`src/rtl/pbus_pkg.sv`:
```
package pbus_pkg;
   typedef enum logic [2:0] {
      ST_IDLE,
      ST_SETUP,
      ST_DRIVE,
      ST_LATCH,
      ST_DRIVE2,
      ST_HOLD
   } pbus_state_t;

   localparam logic [1:0] FMT_NARROW = 2'd0;
   localparam logic [1:0] FMT_WIDE   = 2'd1;
   localparam logic [1:0] FMT_SPLIT  = 2'd2;
endpackage

```
`src/rtl/pbus_phase_timer.sv`:
```
module pbus_phase_timer #(
   parameter int CNT_W = 8
) (
   input  logic             clk,
   input  logic             rst_n,
   input  logic             load,
   input  logic [CNT_W-1:0] len,
   output logic             done
);
   logic [CNT_W-1:0] cnt_q;

   always_ff @(posedge clk or negedge rst_n) begin
      if (!rst_n)
         cnt_q <= '0;
      else if (load)
         cnt_q <= (len == '0) ? '0 : len - 1'b1;
      else if (cnt_q != '0)
         cnt_q <= cnt_q - 1'b1;
   end

   assign done = (cnt_q == '0);
endmodule

```
`src/rtl/pbus_lane_reg.sv`:
```
module pbus_lane_reg #(
   parameter int BUS_W = 16
) (
   input  logic             clk,
   input  logic             rst_n,
   input  logic             load,
   input  logic [BUS_W-1:0] nxt,
   output logic [BUS_W-1:0] lanes
);
   logic [BUS_W-1:0] lane_q;

   for (genvar b = 0; b < BUS_W; b++) begin : g_lane
      always_ff @(posedge clk or negedge rst_n) begin
         if (!rst_n)
            lane_q[b] <= 1'b0;
         else if (load && (nxt[b] != lane_q[b]))
            lane_q[b] <= nxt[b];
      end
   end

   assign lanes = lane_q;
endmodule

```
`src/rtl/pbus_writer.sv`:
```
module pbus_writer
   import pbus_pkg::*;
#(
   parameter int BUS_W = 16,
   parameter int CNT_W = 8
) (
   input  logic             clk,
   input  logic             rst_n,
   input  logic             in_valid,
   output logic             in_ready,
   input  logic [BUS_W-1:0] in_word,
   input  logic [1:0]       in_fmt,
   input  logic [CNT_W-1:0] cfg_setup,
   input  logic [CNT_W-1:0] cfg_low,
   input  logic [CNT_W-1:0] cfg_latch,
   input  logic [CNT_W-1:0] cfg_hold,
   output logic             wr_n,
   output logic             latch,
   output logic [BUS_W-1:0] db
);
   localparam int HALF_W = BUS_W / 2;

   if ((BUS_W % 2) != 0 || BUS_W < 2) begin : g_bad_bus
      $error("pbus_writer: BUS_W must be even and at least 2");
   end
   if (CNT_W < 1) begin : g_bad_cnt
      $error("pbus_writer: CNT_W must be at least 1");
   end

   pbus_state_t      state_q, state_d;
   logic [BUS_W-1:0] word_q;
   logic [1:0]       mode_q;
   logic             t_load, t_done, lane_load;
   logic [CNT_W-1:0] t_len;
   logic [BUS_W-1:0] lane_nxt;

   always_ff @(posedge clk or negedge rst_n) begin
      if (!rst_n) begin
         state_q <= ST_IDLE;
         word_q  <= '0;
         mode_q  <= FMT_NARROW;
      end else begin
         state_q <= state_d;
         if (state_q == ST_IDLE && in_valid) begin
            word_q <= in_word;
            mode_q <= in_fmt;
         end
      end
   end

   always_comb begin
      state_d   = state_q;
      t_load    = 1'b0;
      t_len     = '0;
      lane_load = 1'b0;
      lane_nxt  = db;
      unique case (state_q)
         ST_IDLE: if (in_valid) begin
            state_d = ST_SETUP;
            t_load  = 1'b1;
            t_len   = cfg_setup;
         end
         ST_SETUP: if (t_done) begin
            state_d   = ST_DRIVE;
            t_load    = 1'b1;
            t_len     = cfg_low;
            lane_load = 1'b1;
            if (mode_q == FMT_NARROW || mode_q == FMT_SPLIT)
               lane_nxt = {db[BUS_W-1:HALF_W], word_q[HALF_W-1:0]};
            else
               lane_nxt = word_q;
         end
         ST_DRIVE: if (t_done) begin
            t_load = 1'b1;
            if (mode_q == FMT_SPLIT) begin
               state_d = ST_LATCH;
               t_len   = cfg_latch;
            end else begin
               state_d = ST_HOLD;
               t_len   = cfg_hold;
            end
         end
         ST_LATCH: if (t_done) begin
            state_d   = ST_DRIVE2;
            t_load    = 1'b1;
            t_len     = cfg_low;
            lane_load = 1'b1;
            lane_nxt  = {db[BUS_W-1:HALF_W], word_q[BUS_W-1:HALF_W]};
         end
         ST_DRIVE2: if (t_done) begin
            state_d = ST_HOLD;
            t_load  = 1'b1;
            t_len   = cfg_hold;
         end
         ST_HOLD: if (t_done) state_d = ST_IDLE;
         default: state_d = ST_IDLE;
      endcase
   end

   pbus_phase_timer #(.CNT_W(CNT_W)) u_timer (
      .clk  (clk),
      .rst_n(rst_n),
      .load (t_load),
      .len  (t_len),
      .done (t_done)
   );

   pbus_lane_reg #(.BUS_W(BUS_W)) u_lanes (
      .clk  (clk),
      .rst_n(rst_n),
      .load (lane_load),
      .nxt  (lane_nxt),
      .lanes(db)
   );

   assign in_ready = (state_q == ST_IDLE);
   assign wr_n     = (state_q == ST_IDLE) || (state_q == ST_HOLD);
   assign latch    = (state_q == ST_LATCH);
endmodule

```
`config.mk`:
```
export PLATFORM = sky130hd
export DESIGN_NAME = pbus_writer
export DESIGN_NICKNAME = d
export VERILOG_FILES = /design/src/rtl/pbus_pkg.sv /design/src/rtl/pbus_phase_timer.sv /design/src/rtl/pbus_lane_reg.sv /design/src/rtl/pbus_writer.sv
export SDC_FILE = /design/constraint.sdc
export NUM_CORES = 1
export LEC_CHECK = 0
export ABC_CLOCK_PERIOD_IN_PS = 6000
export BUFFER_PORTS_ARGS = -buffer_cell sky130_fd_sc_hd__buf_2
export CAP_MARGIN = 10
export CORE_MARGIN = 2
export CORE_UTILIZATION = 25
export CTS_BUF_LIST = sky130_fd_sc_hd__clkbuf_4 sky130_fd_sc_hd__clkbuf_8
export DETAILED_ROUTE_END_ITERATION = 10
export GPL_TIMING_DRIVEN = 0
export MAX_ROUTING_LAYER = met4
export SLEW_MARGIN = 20
export SYNTH_ARGS = -nofsm -noshare
export SYNTH_HDL_FRONTEND = slang
export SYNTH_HIERARCHICAL = 1
export SYNTH_SLANG_ARGS = --single-unit
```
`constraint.sdc`:
```
create_clock -name clk -period 6 [get_ports clk]
set_clock_uncertainty 0.15 [all_clocks]
set_input_delay 0.6 -clock clk [delete_from_list [all_inputs] [get_ports clk]]
set_output_delay 0.6 -clock clk [all_outputs]
set_load 0.01 [all_outputs]
```
==> results.ini, run 1 <==
[setup_path]
cp_max_fo=11
crit_start=u_timer/cnt_q[0]$_DFFE_PN0P_
path_class=reg -> reg
cp_slowest_cell=or4_4
critical_path_arrival_ps=4090
path_cells=inv_1, ha_1, nor3b_1, nand2_1, clkinv_1, nand2_4, inv_2, buf_2, a32o_1, a221o_1, or4_4, nor4_2, mux2_1, a22o_1
critPathLaunchType=flop
critical_path.endpoint_type=flop
r2r-start=u_timer/cnt_q[0]$_DFFE_PN0P_
cp_slowest_stage_delay_ps=570
cp.required_ps=6050

[placed_design]
io_buffer_count=71
hpwl_um=5000
placed_area_um2=3192
finalWeightedCongestion=0.7705

[sta]
fin_crit_sh=0.6722
rsz0062_at_grt=false
whs_ps=133.5
period_minus_slack_ps=4033
setup_tns_ps=0
max_freq_mhz=248.0
tightest_slew_ps=727.0
slew_viol_final=0
setup_viol=0
relSlewSlack=0.5113
timing.final.hold_violations=0

[synth]
netlist_top_cells_area=dfrtp_1, mux2_2, mux2_4, xnor2_1, nor2_1
synth_seq_area_share=0.4223
yosys.area.top_type=dfrtp_1
ys.warnings.count=6
synth_seq_cells=45
synth-edff-count=0
synth_top_area_share=0.4223
syn_avg_cell_area_um2=11.64
synth-async-reset-ratio=1.000
syn_area_um2=2666
netlist_instances=229
ys_types=48
synth_ff_type=dfrtp_1
synth.net_count=285

[route]
antenna_left=0
route.met2.wl_um=3303
dr.first_iter.drc_count=70
highest_layer=met4
via_per_inst=4.699
wl_um=6628
drc=0
wl_per_cell_um=14.89
route.met3.wl_um=159
route.vias.total=2091
met1_length_um=3094
first_pass_iters=4

[floorplan]
rows=37
die_h_um=107.3
initial_core_util=0.2583
dieArea_um2=11510
ios=72
die_x_um=107.3
core_area_um2=10320

[power_and_ir_drop]
irDropWorstVdd_v=0.0002197
comb_power_share=0.408
seq_power_share=0.379
p_int_mw=0.8569
total_power_mw=1.314
power_density_nw_per_um2=394.0
p_leak_nw=1.543
switchingPower_mw=0.4569
swShare=0.3478
clkPwrFrac=0.213

[grt]
grt_pass1_vias=2255
grt_max_degree=46
grt.overflow.total=0
grt_pass1_wl_um=10980
grtUsageTotal=0.1238
antenna_found_initial=1

[clocking]
cts_buffer_depth=2
ctsHoldBuffers=0
numCtsBuffers=5
clock-sinks=45
cts_root_buf=clkbuf_8
h-tree-depth=2
worstSkewPairLatency_ps=300
post_cts_buffers=0
cts_resized=0
cts_tree=done
cts.clk_slew.worst_paths_ps=90

[layout]
area_delta_synth_final_pct=25.06
drive_above_1_share=0.4513
final_cell_area_um2=3334
final_common_cell=buf_2
layout_common_cells=buf_2, dfrtp_1, mux2_2
fillers=1044
final_util=0.3230
nets=363

[status]
status=finished, final reports clean

[flow_run]
max_cap_viol_count=0

[hold_path]
hold_path.class=in -> async

## power groups by stage
stage	logic (mW)	clock network, mW	registers, mW
floorplan	0.409	0	0.486
global placement	0.527	0	0.499
detailed placement	0.538	0	0.505
CTS	0.541	0.286	0.499
global route	0.592	0.299	0.516
finish	0.536	0.280	0.498
## cells in the mapped netlist (5+ instances only)
cell type  instances
a21oi_1            5
a221o_1            8
a221oi_1           8
a22o_1             9
dfrtp_1           45
inv_1              7
mux2_2            31
mux2_4            10
nor2_1            23
nor2b_1            5
nor3_1             5
xnor2_1           10
## worst max-delay path: cells and delay by family, from the launching register on
| kind | cells | cell delay, ps |
|---|---|---|
| and+or+nand+nor | 5 | 1330 |
| AOI/OAI and AO/OA | 3 | 770 |
| muxes | 1 | 360 |
| DFF | 1 | 360 |
| adders and majority gates | 1 | 230 |
| buffers and inverters | 4 | 720 |
## final timing paths
path	depth (start not counted)	end	slack [ps]
min in group clk	1	word_q[4]$_DFFE_PN0P_	340
worst max-delay path	14	u_timer/cnt_q[7]$_DFFE_PN0P_	1970
max in group asynchronous	1	u_lanes/lanes[15]$_DFFE_PN0P_	5150
worst min register to register	1	word_q[4]$_DFFE_PN0P_	340
worst max register to register	14	u_timer/cnt_q[7]$_DFFE_PN0P_	1970
worst min-delay path	1	u_timer/cnt_q[6]$_DFFE_PN0P_	130
## flip-flops by register name (all words and copies together) (netlist names)
signal         count
word_q            16
u_timer/cnt_q      8
state_q            3
u_lanes/lanes     16
mode_q             2
## cell type report
class / instances / area [µm²] / share of cell area
Sequential cell: 45 / 1126 / 0.3377
Clock inverter: 3 / 68.82 / 0.02064
Buffer: 11 / 76.32 / 0.02289
Timing Repair Buffer: 71 / 357.8 / 0.1073
Tap cell: 136 / 170.2 / 0.05103
Antenna cell: 1 / 2.502 / 0.0007505
Clock buffer: 5 / 68.82 / 0.02064
Inverter: 9 / 33.78 / 0.01013
Multi-Input combinational cell: 164 / 1430 / 0.4289
## layer usage
metal / vias up / GRT usage
met1: 1032 / 0.1530
met2: 34 / 0.2075
met3: 8 / 0.02300
li1: 1017 / -
met4: 0 / 0.03525
met5: - / -
## through the flow
step / setup WS, ps / instances
5_1_grt: 1713 / 445
4_1_cts: 1972 / 444
3_5_place_dp: 1994 / 436
6_report: 1967 / 445
2_1_floorplan: 2441 / 229
3_3_place_gp: 2003 / 436
## kinds of logic after synthesis
kind of cell / after synthesis / synth area share
AO/OA/AOI/OAI: 46 / 0.1469
flip-flops: 45 / 0.4223
adder cells (fa/ha/maj): 3 / 0.01408
multiplexers: 46 / 0.2069
buffers and inverters: 20 / 0.04129
AND/OR/NAND/NOR: 59 / 0.1356
XOR/XNOR: 10 / 0.03285
Note: power is estimated with default switching activity, not from simulation.
==> run 2, diff against run 1 <==
Settings changed: ABC_CLOCK_PERIOD_IN_PS 6000 to 3900.
Clock period 6 ns to 3.9 ns, I/O delays scaled along.
==> run 2 against run 1 <==
Net effect:
- register-to-register slack lost 1700 ps
- worst setup slack lost 1700 ps
- maximum frequency rose by 10%
- sequential power up 54%
- final cell count rose by 0.22%
- sequential cell count unchanged
- global-route usage unchanged
- power up 55%
==> results.ini, run 2 (synthesized netlist as in run 1, its figures left out) <==
[clocking]
cts.clk_slew.worst_paths_ps=90  ; about the same
cts_buffer_depth=2  ; unchanged
clock-sinks=45  ; unchanged
cts_root_buf=clkbuf_8  ; unchanged
cts_tree=done  ; unchanged
numCtsBuffers=5  ; unchanged
worstSkewPairLatency_ps=300  ; about the same
h-tree-depth=2  ; unchanged
post_cts_buffers=0  ; unchanged

[floorplan]
initial_core_util=0.2583  ; unchanged
rows=37  ; unchanged
ios=72  ; unchanged
core_area_um2=10320  ; unchanged
dieArea_um2=11510  ; unchanged
die_h_um=107.3  ; unchanged
die_x_um=107.3  ; unchanged

[setup_path]
cp_max_fo=11  ; unchanged
path_cells=inv_1, ha_1, nor3b_1, nand2_1, inv_4, nand2_8, inv_2, buf_2, a32o_1, a221o_1, or4_4, nor4_2, mux2_1, a22o_1  ; was inv_1, ha_1, nor3b_1, nand2_1, clkinv_1, nand2_4, inv_2, buf_2, a32o_1, a221o_1, or4_4, nor4_2, mux2_1, a22o_1
cp_slowest_cell=or4_4  ; unchanged
r2r-start=u_timer/cnt_q[0]$_DFFE_PN0P_  ; unchanged
critPathLaunchType=flop  ; unchanged
path_class=reg -> reg  ; unchanged
critical_path.endpoint_type=flop  ; unchanged
critical_path_arrival_ps=3710  ; was 4090 ps
cp_slowest_stage_delay_ps=570  ; about the same
cp.required_ps=3950  ; was 6050 ps
crit_start=u_timer/cnt_q[0]$_DFFE_PN0P_  ; unchanged

[grt]
grt.overflow.total=0  ; unchanged
grt_pass1_wl_um=10980  ; unchanged
antenna_found_initial=1  ; unchanged
grt_max_degree=46  ; unchanged
grtUsageTotal=0.1238  ; unchanged
grt_pass1_vias=2255  ; unchanged

[placed_design]
dp.cells=436  ; unchanged
finalWeightedCongestion=0.7705  ; unchanged
hpwl_um=5000  ; unchanged
io_buffer_count=71  ; unchanged

[power_and_ir_drop]
power_density_nw_per_um2=603.9  ; was 394.0 nW/µm²
irDropWorstVdd_v=0.0003381  ; was 0.0002197 V
total_power_mw=2.032  ; was 1.314 mW
p_leak_nw=1.553  ; was 1.543 nW

[sta]
max_freq_mhz=273.3  ; was 248.0 MHz
timing.final.hold_violations=0  ; unchanged
tightest_slew_ps=594.7  ; was 727.0 ps
slew_viol_final=0  ; unchanged
setup_viol=0  ; unchanged
relSlewSlack=0.6036  ; was 0.5113
period_minus_slack_ps=3659  ; was 4033 ps
rsz0062_at_grt=false  ; unchanged
whs_ps=149.6  ; was 133.5 ps
fin_crit_sh=0.9383  ; was 0.6722

[layout]
nets=364  ; was 363
area_delta_synth_final_pct=26.19  ; was 25.06%
drive_above_1_share=0.4531  ; was 0.4513
final_common_cell=buf_2  ; unchanged
layout_common_cells=buf_2, dfrtp_1, mux2_2  ; unchanged
final_util=0.3259  ; was 0.3230
final_cells=446  ; was 445

[route]
via_per_inst=4.682  ; was 4.699
first_pass_iters=4  ; unchanged
drc=0  ; unchanged
antenna_left=0  ; unchanged
wl_per_cell_um=14.91  ; was 14.89 µm
wl_um=6648  ; was 6628 µm
dr.first_iter.drc_count=51  ; was 70
route.vias.total=2088  ; was 2,091

[hold_path]
hold_start=in_word[4]
hold_path.class=in -> reg  ; was in -> async

[status]
status=finished, final reports clean  ; unchanged

[flow_run]
max_cap_viol_count=0  ; unchanged

-- run 2: cell types whose count changed in the layout (fill, tap and decap cells not counted), sizes merged --
cell and change:
dlygate4sd3 +1, clkinv -1, inv +1
-- run 2: layout make-up --
type | instances | area, µm²
clock buffer | 5 | 68.82
clock inverter | 3 | 68.82
timing repair buffer | 72 | 367.9
buffer | 11 | 76.32
multi-input combinational | 164 | 1448
antenna | 1 | 2.502
sequential | 45 | 1126
inverter | 9 | 36.28
fill | 1043 | 6959
tap | 136 | 170.2
-- run 2: worst max-delay path, delay by kind of cell (launching register included) --
family | cells | cell delay [ps]
and+or+nand+nor | 5 | 1200
DFF | 1 | 360
buffers and inverters | 4 | 460
AOI/OAI and AO/OA | 3 | 770
adders and majority gates | 1 | 230
muxes | 1 | 360
-- run 2: stage by stage --
stage               area, µm²  worst slack (ps)  setup TNS, ps
CTS                      3331             72.31              0
floorplan                2666             340.6              0
finish                   3364             240.6              0
detailed placement       3192            -106.4         -117.5
global route             3364             50.33              0
global placement         3192            -97.09         -97.09
-- run 2: path summary, 6_finish.rpt --
check                                           endpoint  slack (ps)  cells past startpoint
setup / recovery            u_timer/cnt_q[7]$_DFFE_PN0P_         240                     14
hold / removal                     word_q[4]$_DFFE_PN0P_         150                      2
setup reg to reg            u_timer/cnt_q[7]$_DFFE_PN0P_         240                     14
hold reg to reg                    word_q[4]$_DFFE_PN0P_         340                      1
max in group asynchronous  u_lanes/lanes[15]$_DFFE_PN0P_        2710                      2
min in group asynchronous   u_timer/cnt_q[6]$_DFFE_PN0P_         480                      2
-- run 2: power breakdown --
part,total (mW),switching [mW],internal [mW]
sequential,0.766,0.130,0.636
combinational,0.836,0.409,0.427
clock,0.430,0.172,0.258
total,2.03,0.711,1.32
-- run 2: layer usage --
metal	global-route usage	up-vias	part of all wire
met1	0.1530	1024	0.46
met5	-	-	0
met4	0.03525	0	0.011
met3	0.02300	8	0.027
li1	-	1020	-
met2	0.2075	36	0.50
-- run 2: repair_timing --
action | CTS | global route
pin swaps | 0 | 0
hold endpoints to repair | 0 | 42
gates resized for setup | 1 | 3
endpoints found under the setup margin | 3 | 7
hold buffers | 0 | 1
